--- config.mk ---
export PLATFORM = sky130hd
export DESIGN_NAME = burst_crc_check
export DESIGN_NICKNAME = d
export VERILOG_FILES = /design/src/rtl/burst_crc_pkg.sv /design/src/rtl/burst_link_fsm.sv /design/src/rtl/crc_accum.sv /design/src/rtl/crc_err_flags.sv /design/src/rtl/burst_crc_check.sv
export SDC_FILE = /design/constraint.sdc
export NUM_CORES = 1
export LEC_CHECK = 0
export CAP_MARGIN = 5
export CORE_ASPECT_RATIO = 0.7
export CORE_MARGIN = 3
export CORE_UTILIZATION = 28
export CTS_CLUSTER_SIZE = 30
export DETAILED_ROUTE_END_ITERATION = 8
export DONT_BUFFER_PORTS = 1
export GPL_ROUTABILITY_DRIVEN = 0
export PLACE_DENSITY = 0.49
export SLEW_MARGIN = 20
export SYNTH_ARGS = -nofsm -noshare
export SYNTH_HDL_FRONTEND = slang
export SYNTH_SLANG_ARGS = --single-unit
--- constraint.sdc ---
create_clock -name clk -period 5 [get_ports clk]
set_input_delay 1 -clock clk [delete_from_list [all_inputs] [get_ports clk]]
set_output_delay 1 -clock clk [all_outputs]
set_load 0.05 [all_outputs]
--- src/rtl/burst_crc_pkg.sv ---
package burst_crc_pkg;

  localparam int CRC_W  = 16;
  localparam int DATA_W = 16;

  typedef logic [CRC_W-1:0]  crc_t;
  typedef logic [DATA_W-1:0] word_t;

  typedef enum logic {
    LINK_IDLE   = 1'b0,
    LINK_ACTIVE = 1'b1
  } link_state_e;

  // One word folded into the remainder, MSB first, one bit step per loop pass.
  function automatic crc_t crc_fold(input crc_t cur, input word_t din, input crc_t poly);
    crc_t r;
    logic fb;
    r = cur;
    for (int i = DATA_W - 1; i >= 0; i--) begin
      fb = r[CRC_W-1] ^ din[i];
      r  = {r[CRC_W-2:0], 1'b0};
      if (fb) r = r ^ poly;
    end
    return r;
  endfunction

endpackage

--- src/rtl/burst_link_fsm.sv ---
module burst_link_fsm
  import burst_crc_pkg::*;
(
  input  logic clk,
  input  logic rst_n,
  input  logic start_i,
  input  logic word_i,
  input  logic end_i,
  output logic seed_load_o,
  output logic fold_en_o,
  output logic cmp_en_o
);

  link_state_e state_q, state_d;
  logic        open_w;

  assign open_w      = (state_q == LINK_ACTIVE);
  assign seed_load_o = start_i;
  assign fold_en_o   = open_w && word_i && !start_i && !end_i;
  assign cmp_en_o    = open_w && end_i && !start_i;

  always_comb begin
    state_d = state_q;
    if (start_i)       state_d = LINK_ACTIVE;
    else if (cmp_en_o) state_d = LINK_IDLE;
  end

  always_ff @(posedge clk or negedge rst_n) begin
    if (!rst_n) state_q <= LINK_IDLE;
    else        state_q <= state_d;
  end

  // a start always leaves the link open
  assert_start_opens_R7: assert property (@(posedge clk) disable iff (!rst_n)
    start_i |=> (state_q == LINK_ACTIVE));

  // a compare always closes the burst
  assert_compare_closes_R5: assert property (@(posedge clk) disable iff (!rst_n)
    cmp_en_o |=> (state_q == LINK_IDLE));

  // an idle link without start stays idle whatever else strobes
  assert_idle_holds_R8: assert property (@(posedge clk) disable iff (!rst_n)
    (!open_w && !start_i) |=> (state_q == LINK_IDLE));

endmodule

--- src/rtl/crc_accum.sv ---
module crc_accum
  import burst_crc_pkg::*;
#(
  parameter crc_t POLY = 16'h1021,
  parameter crc_t SEED = 16'h4ABA
)(
  input  logic  clk,
  input  logic  rst_n,
  input  logic  seed_load_i,
  input  logic  fold_en_i,
  input  word_t data_i,
  output crc_t  crc_o
);

  crc_t crc_q;

  always_ff @(posedge clk or negedge rst_n) begin
    if (!rst_n)          crc_q <= SEED;
    else if (seed_load_i) crc_q <= SEED;
    else if (fold_en_i)  crc_q <= crc_fold(crc_q, data_i, POLY);
  end

  assign crc_o = crc_q;

  // start reloads the seed
  assert_seed_load_R2: assert property (@(posedge clk) disable iff (!rst_n)
    seed_load_i |=> (crc_q == SEED));

  // without a fold or start the remainder is untouched
  assert_crc_hold_R8: assert property (@(posedge clk) disable iff (!rst_n)
    (!seed_load_i && !fold_en_i) |=> $stable(crc_q));

endmodule

--- src/rtl/crc_err_flags.sv ---
module crc_err_flags
  import burst_crc_pkg::*;
#(
  parameter int ERR_W       = 8,
  parameter int CRC_ERR_BIT = 7,
  parameter int ABORT_BIT   = 2
)(
  input  logic             clk,
  input  logic             rst_n,
  input  logic             cmp_en_i,
  input  crc_t             local_crc_i,
  input  crc_t             rx_crc_i,
  input  logic             clear_i,
  output logic [ERR_W-1:0] err_o,
  output logic             done_o
);

  logic             mismatch_w;
  logic [ERR_W-1:0] err_q;
  logic [ERR_W-1:0] err_d;
  logic             done_q;

  assign mismatch_w = cmp_en_i && (local_crc_i != rx_crc_i);

  for (genvar b = 0; b < ERR_W; b++) begin : g_bit
    if (b == CRC_ERR_BIT || b == ABORT_BIT) begin : g_flag
      assign err_d[b] = (err_q[b] && !clear_i) || mismatch_w;
    end else begin : g_zero
      assign err_d[b] = 1'b0;
    end
  end

  always_ff @(posedge clk or negedge rst_n) begin
    if (!rst_n) begin
      err_q  <= '0;
      done_q <= 1'b0;
    end else begin
      err_q  <= err_d;
      done_q <= cmp_en_i;
    end
  end

  assign err_o  = err_q;
  assign done_o = done_q;

  // both flags move together
  assert_flag_pair_R4: assert property (@(posedge clk) disable iff (!rst_n)
    err_q[CRC_ERR_BIT] == err_q[ABORT_BIT]);

  // a mismatch shows up at the next edge
  assert_mismatch_sets_R4: assert property (@(posedge clk) disable iff (!rst_n)
    mismatch_w |=> err_q[CRC_ERR_BIT]);

  // sticky until clear
  assert_flag_sticky_R6: assert property (@(posedge clk) disable iff (!rst_n)
    (err_q[CRC_ERR_BIT] && !clear_i) |=> err_q[CRC_ERR_BIT]);

  // clear without new mismatch empties the register
  assert_clear_empties_R6: assert property (@(posedge clk) disable iff (!rst_n)
    (clear_i && !mismatch_w) |=> (err_q == '0));

  // done follows every compare and lasts one cycle
  assert_done_follows_R5: assert property (@(posedge clk) disable iff (!rst_n)
    cmp_en_i |=> done_q);
  assert_done_single_R5: assert property (@(posedge clk) disable iff (!rst_n)
    done_q |=> !done_q);

endmodule

--- src/rtl/burst_crc_check.sv ---
module burst_crc_check
  import burst_crc_pkg::*;
#(
  parameter logic [15:0] POLY        = 16'h1021,
  parameter logic [15:0] SEED        = 16'h4ABA,
  parameter int          ERR_W       = 8,
  parameter int          CRC_ERR_BIT = 7,
  parameter int          ABORT_BIT   = 2
)(
  input  logic             clk,
  input  logic             rst_n,
  input  logic             burst_start_i,
  input  logic             word_valid_i,
  input  logic [15:0]      word_data_i,
  input  logic             burst_end_i,
  input  logic [15:0]      rx_crc_i,
  input  logic             err_clear_i,
  output logic [ERR_W-1:0] err_reg_o,
  output logic             done_o
);

  logic seed_load_w;
  logic fold_en_w;
  logic cmp_en_w;
  crc_t run_crc_w;

  burst_link_fsm u_fsm (
    .clk         (clk),
    .rst_n       (rst_n),
    .start_i     (burst_start_i),
    .word_i      (word_valid_i),
    .end_i       (burst_end_i),
    .seed_load_o (seed_load_w),
    .fold_en_o   (fold_en_w),
    .cmp_en_o    (cmp_en_w)
  );

  crc_accum #(.POLY(POLY), .SEED(SEED)) u_accum (
    .clk         (clk),
    .rst_n       (rst_n),
    .seed_load_i (seed_load_w),
    .fold_en_i   (fold_en_w),
    .data_i      (word_data_i),
    .crc_o       (run_crc_w)
  );

  crc_err_flags #(
    .ERR_W(ERR_W), .CRC_ERR_BIT(CRC_ERR_BIT), .ABORT_BIT(ABORT_BIT)
  ) u_flags (
    .clk         (clk),
    .rst_n       (rst_n),
    .cmp_en_i    (cmp_en_w),
    .local_crc_i (run_crc_w),
    .rx_crc_i    (rx_crc_i),
    .clear_i     (err_clear_i),
    .err_o       (err_reg_o),
    .done_o      (done_o)
  );

  // a lone end strobe outside a burst never produces done
  assert_no_done_idle_R8: assert property (@(posedge clk) disable iff (!rst_n)
    (!cmp_en_w) |=> !done_o);

endmodule

Word-level counts from Yosys, hierarchy flattened
Cells that the tools add are included.
- reduce and logical (&&, ||, !) cells: 15
- $lt $le $gt $ge: 0
- muxes and demuxes: 50
- div/mod/pow operators: 0
- shifts and indexed selects: 0
- multiply operators: 0
- eq/ne operators: 1
- bitwise logic cells: 32
- add/subtract/negate cells: 0
- operators with widths (cell ; count):
    $mux 16 ; 32
    $mux 13 ; 16
    $not 3->3 ; 16
    $ne 16x16->1 ; 1
    $xor 1x1->1 ; 16
    $logic_and 1x1->1 ; 8
    $reduce_bool 2->1 ; 2
    $logic_not 1->1 ; 3
    $logic_or 1x1->1 ; 2
    $mux 1 ; 2
- bits in writable memories: 0
- input port bits: 38
- ROM bits: 0
- bits in latches: 0
- bits in registers: 20
- memories kept: 0
- output and inout port bits: 9

Longest topological paths before layout
- word-level depth: 65
- gate-level depth with buffers: 7

Cells and area by module
From an unflattened synthesis, not the netlist that was laid out.
- cell total of the unflattened synthesis: 154
- area total of the unflattened synthesis: 1589.0 sq um
- by module, submodules not included (module ; sequential area each (sq um) ; times used ; cells an instance ; area each (sq um)):
    crc_accum ; 410.4 ; 1 ; 113 ; 1201.2
    crc_err_flags ; 75.1 ; 1 ; 35 ; 322.8
    burst_link_fsm ; 25.0 ; 1 ; 6 ; 65.1

Least setup slack after synthesis
OpenSTA, ideal clock, no wires.
- kind: input-to-reg
- start: input port word_data_i[12]
- end: register u_accum.crc_q[5] (netlist: u_accum.crc_o[5])
- arrival time: 2.662 ns
- stages: 6
- path slack: 2.250 ns
- setup time: 0.088 ns
- cells stage by stage: xor2_1 > xnor2_1 > xnor3_1 > xnor2_1 > o21ai_0 > or3b_1
- cells in the longest elaborated chain, start to end: 34
- ends and longest elaborated chain (element ; line ; source):
    from (decl) ; burst_crc_check.sv:14 ; input logic [15:0] word_data_i,
    $xor 1x1->1 ; burst_crc_pkg.sv:20 ; fb = r[CRC_W-1] ^ din[i];
    $mux 13 ; burst_crc_pkg.sv:22 ; if (fb) r = r ^ poly;
    $mux 16 ; crc_accum.sv:20 ; else if (fold_en_i) crc_q <= crc_fold(crc_q, data_i, POLY);
    $mux 16 ; crc_accum.sv:19 ; else if (seed_load_i) crc_q <= SEED;
    $mux 16 ; crc_accum.sv:20 ;
    $mux 16 ; crc_accum.sv:19 ;
    $mux 16 ; crc_accum.sv:20 ;
    $mux 16 ; crc_accum.sv:19 ;
    [18 not listed] ; -- ;
    $mux 16 ; crc_accum.sv:20 ;
    $mux 16 ; crc_accum.sv:19 ;
    $mux 16 ; crc_accum.sv:20 ;
    $mux 16 ; crc_accum.sv:19 ;
    $xor 1x1->1 ; burst_crc_pkg.sv:20 ;
    $mux 13 ; burst_crc_pkg.sv:22 ;
    $mux 16 ; crc_accum.sv:20 ;
    $mux 16 ; crc_accum.sv:19 ;
    to (signal assigned) ; crc_accum.sv:20 ;
    to (decl) ; crc_accum.sv:15 ; crc_t crc_q;
Every way passes these cells. The select of a mux whose other input is x is not followed.
A chain may end at the register's enable or synchronous reset.

Worst setup path in the final report
Same ends and word-level chain as after synthesis.

==> qor.csv <==
stage;metric;value;unit
route;Routed WL per cell;16.4;µm
setup_path;R2R depth;6;
floorplanning;die area;6750;µm²
power;leakage;0.000710;µW
floorplanning;Starting Density;29.9;%
global_routing;initial antenna violation count;0;
logic_synthesis;Cells after Synth;155;
global_routing;vias in the first global route;1049;
clock_network;TritonCTS clock tree;done;
setup_path;CP most frequent cell;xnor2_1;
power;maximum vdd ir drop;0.000261;V
global_routing;largest net degree at the start of global routing;22;
clock_network;worst-skew pair later-pin latency;0.26;ns
power;PD cells;727;nW/µm²
logic_synthesis;syn avg cell area;10.5;µm²
setup_path;Crit. End Element;register;
setup_path;Slowest-stage cell, CP;xnor3_1;
route;Detail Route Antenna Nets;0;
logic_synthesis;synthesized flop and latch total;20;
finish;ANT cells;0;
finish;share of layout cells above drive strength 1;11.8;%
logic_synthesis;Post-synth top flop;dfrtp_1;
sta;period utilization;54.7;%
route;Pre-antenna DRT Iters;4;
clock_network;Post-CTS Resized;0;
logic_synthesis;Synth async-reset ratio;100;%
flow_run;max cap viols;0;
floorplanning;core area;5420;µm²
setup_path;r2r setup slk;2.48;ns
clock_network;H-tree depth;1;
clock_network;total CTS buffers;3;
finish;Syn-to-layout area delta;6.87;%
setup_path;critical path data arrival time;2.92;ns
sta;Slew HR;51.2;%
global_routing;GR Overflow Total;0;
finish;fillers;550;
clock_network;Clk pin slew, worst setup/hold paths;0.08;ns
logic_synthesis;Post-synth EDFFs;0;
sta;worst slew pin tran;0.731;ns
sta;fin. max-slew vios;0;
global_routing;first-pass GRT wire length;5940;µm
clock_network;CTS Hold Buffers Added;0;
sta;TNS Setup;0;ns
setup_path;Startpoint Class;input port;
sta;WHS;0.423;ns
outcome;status;complete, no violations;
floorplanning;io pins;47;
logic_synthesis;Yosys cell types;31;
sta;Tmin final;2.73;ns
setup_path;CP Max Fanout;4;
sta;Setup Skew;0.00252;ns
route;Residual DRC;0;
floorplanning;Chip Height;69.7;µm
route;Via density;4.65;
worst_hold_path;worst min-delay path class;input port to asynchronous set/reset pin;
finish;layout net count;191;
setup_path;critical path cell sequence;xor2_1 -> xnor2_1 -> xnor3_1 -> xnor2_1 -> o21ai_0 -> or3b_1;
setup_path;reg2reg end;u_accum.crc_o[7];
sta;RSZ-0062 raised after global routing;false;
route;drt first-iter violations;26;
setup_path;CP Class;input port to register;
clock_network;Root Driver;clkbuf_8;
logic_synthesis;Yosys warnings;0;
sta;Setup Viol. Count Final;0;
logic_synthesis;Mapped Area;1620;µm²
clock_network;setup bufs post-CTS;0;
route;Routed WL;3670;µm
power;total power after layout;1260;µW
setup_path;worst path bufs/invs;0;
place;Port-buffer cells;0;
route;Vias;1042;
floorplanning;num rows;22;
setup_path;Worst EP required;5.19;ns
place;detailed placement HPWL;2970;µm
finish;most frequent cells in the layout;27 x xor2_1, 27 x xnor2_1, 12 x dfrtp_1;
sta;max frequency;366;MHz
setup_path;Crit path largest cell delay;0.59;ns
setup_path;worst reg2reg path startpoint;u_accum.crc_o[14];
setup_path;delay-heaviest family, CP;XOR/XNOR gates;
floorplanning;Die X;97.0;µm
sta;endpoints failing hold;0;
global_routing;total track usage;11.3;%
clock_network;Max Buffers Root-to-Sink;2;
clock_network;Sink Count;20;
logic_synthesis;sequential area share after synthesis;31.5;%
metrics by stage:
stage	area [µm²]	utilization, %	worst slack (ns)	instances
6_report	1730	32.0	2.27	224
4_1_cts	1730	32.0	2.27	224
5_1_grt	1730	32.0	2.14	224
2_1_floorplan	1640	-	2.25	160
3_5_place_dp	1660	30.6	2.00	220
3_3_place_gp	1660	30.6	2.03	220
worst register-to-register path: stages, from the launching register on:
cell	delay, ns
dfstp_2	0.62
xnor3_1	0.41
xor2_1	0.49
xnor2_2	0.22
xnor3_1	0.38
a211oi_1	0.24
a31oi_1	0.07
per-layer routing:
metal	vias up	global-route usage (%)	wire (µm)
met5	-	0	0
met4	0	1.87	17
met3	2	4.22	236
met2	29	16.4	1590
met1	505	16.0	1830
li1	506	-	-
synthesized netlist by cell type, types with 2 or more instances:
library cell	n	share of area, %
o21ai_0	8	2.5
nand2_1	2	0.46
clkbuf_1	5	1.2
xnor3_1	6	8.3
inv_1	3	0.69
a31oi_1	2	0.77
a211oi_1	5	2.3
or3_1	4	1.5
xnor2_1	27	15
nor2_1	10	2.3
dfstp_2	8	13
a211o_1	4	2.2
xor2_1	27	15
xnor2_2	2	2.0
nor4_1	4	1.5
dfrtp_1	12	19
nor2b_1	2	0.77
buf_4	6	2.8
a21oi_1	4	1.2
nor3_1	3	0.93
final cells by class:
class	count	area (µm²)	share of cell area, %
clock buffer	3	41.3	2.38
clock inverter	1	30.0	1.73
inverter	3	11.3	0.650
multi-input combinational	125	1050	60.6
sequential	20	510	29.5
tap	72	90.1	5.20
cell families after synthesis:
logic type,after synthesis,synth area share (%)
compound gates,24,9.41
buf+inv,15,4.94
simple gates,30,9.72
flops,20,31.5
xor+xnor,65,44.2
other cells,1,0.231
worst max path at each step:
stage,from,to,slack (ns),cells past startpoint
floorplan,word_data_i[12],u_accum.crc_o[5],2.25,6
global placement,word_data_i[10],u_accum.crc_o[7],2.03,6
detailed placement,word_data_i[12],u_accum.crc_o[5],2.00,6
CTS,word_data_i[12],u_accum.crc_o[5],2.27,6
global route,word_data_i[12],u_accum.crc_o[12],2.14,6
finish,word_data_i[12],u_accum.crc_o[5],2.27,6
state kept, by name, indices dropped and copies added, names as in the netlist:
register        cells
u_accum.crc_o      16
u_flags.done_o      1
u_flags.err_o       2
u_fsm.open_w        1
where the power goes:
group | total (µW) | internal, µW | switching (µW)
logic | 820 | 431 | 390
clock network | 167 | 107 | 59.6
registers | 273 | 212 | 60.7
total | 1260 | 750 | 510
(Power assumes the default switching activity.)
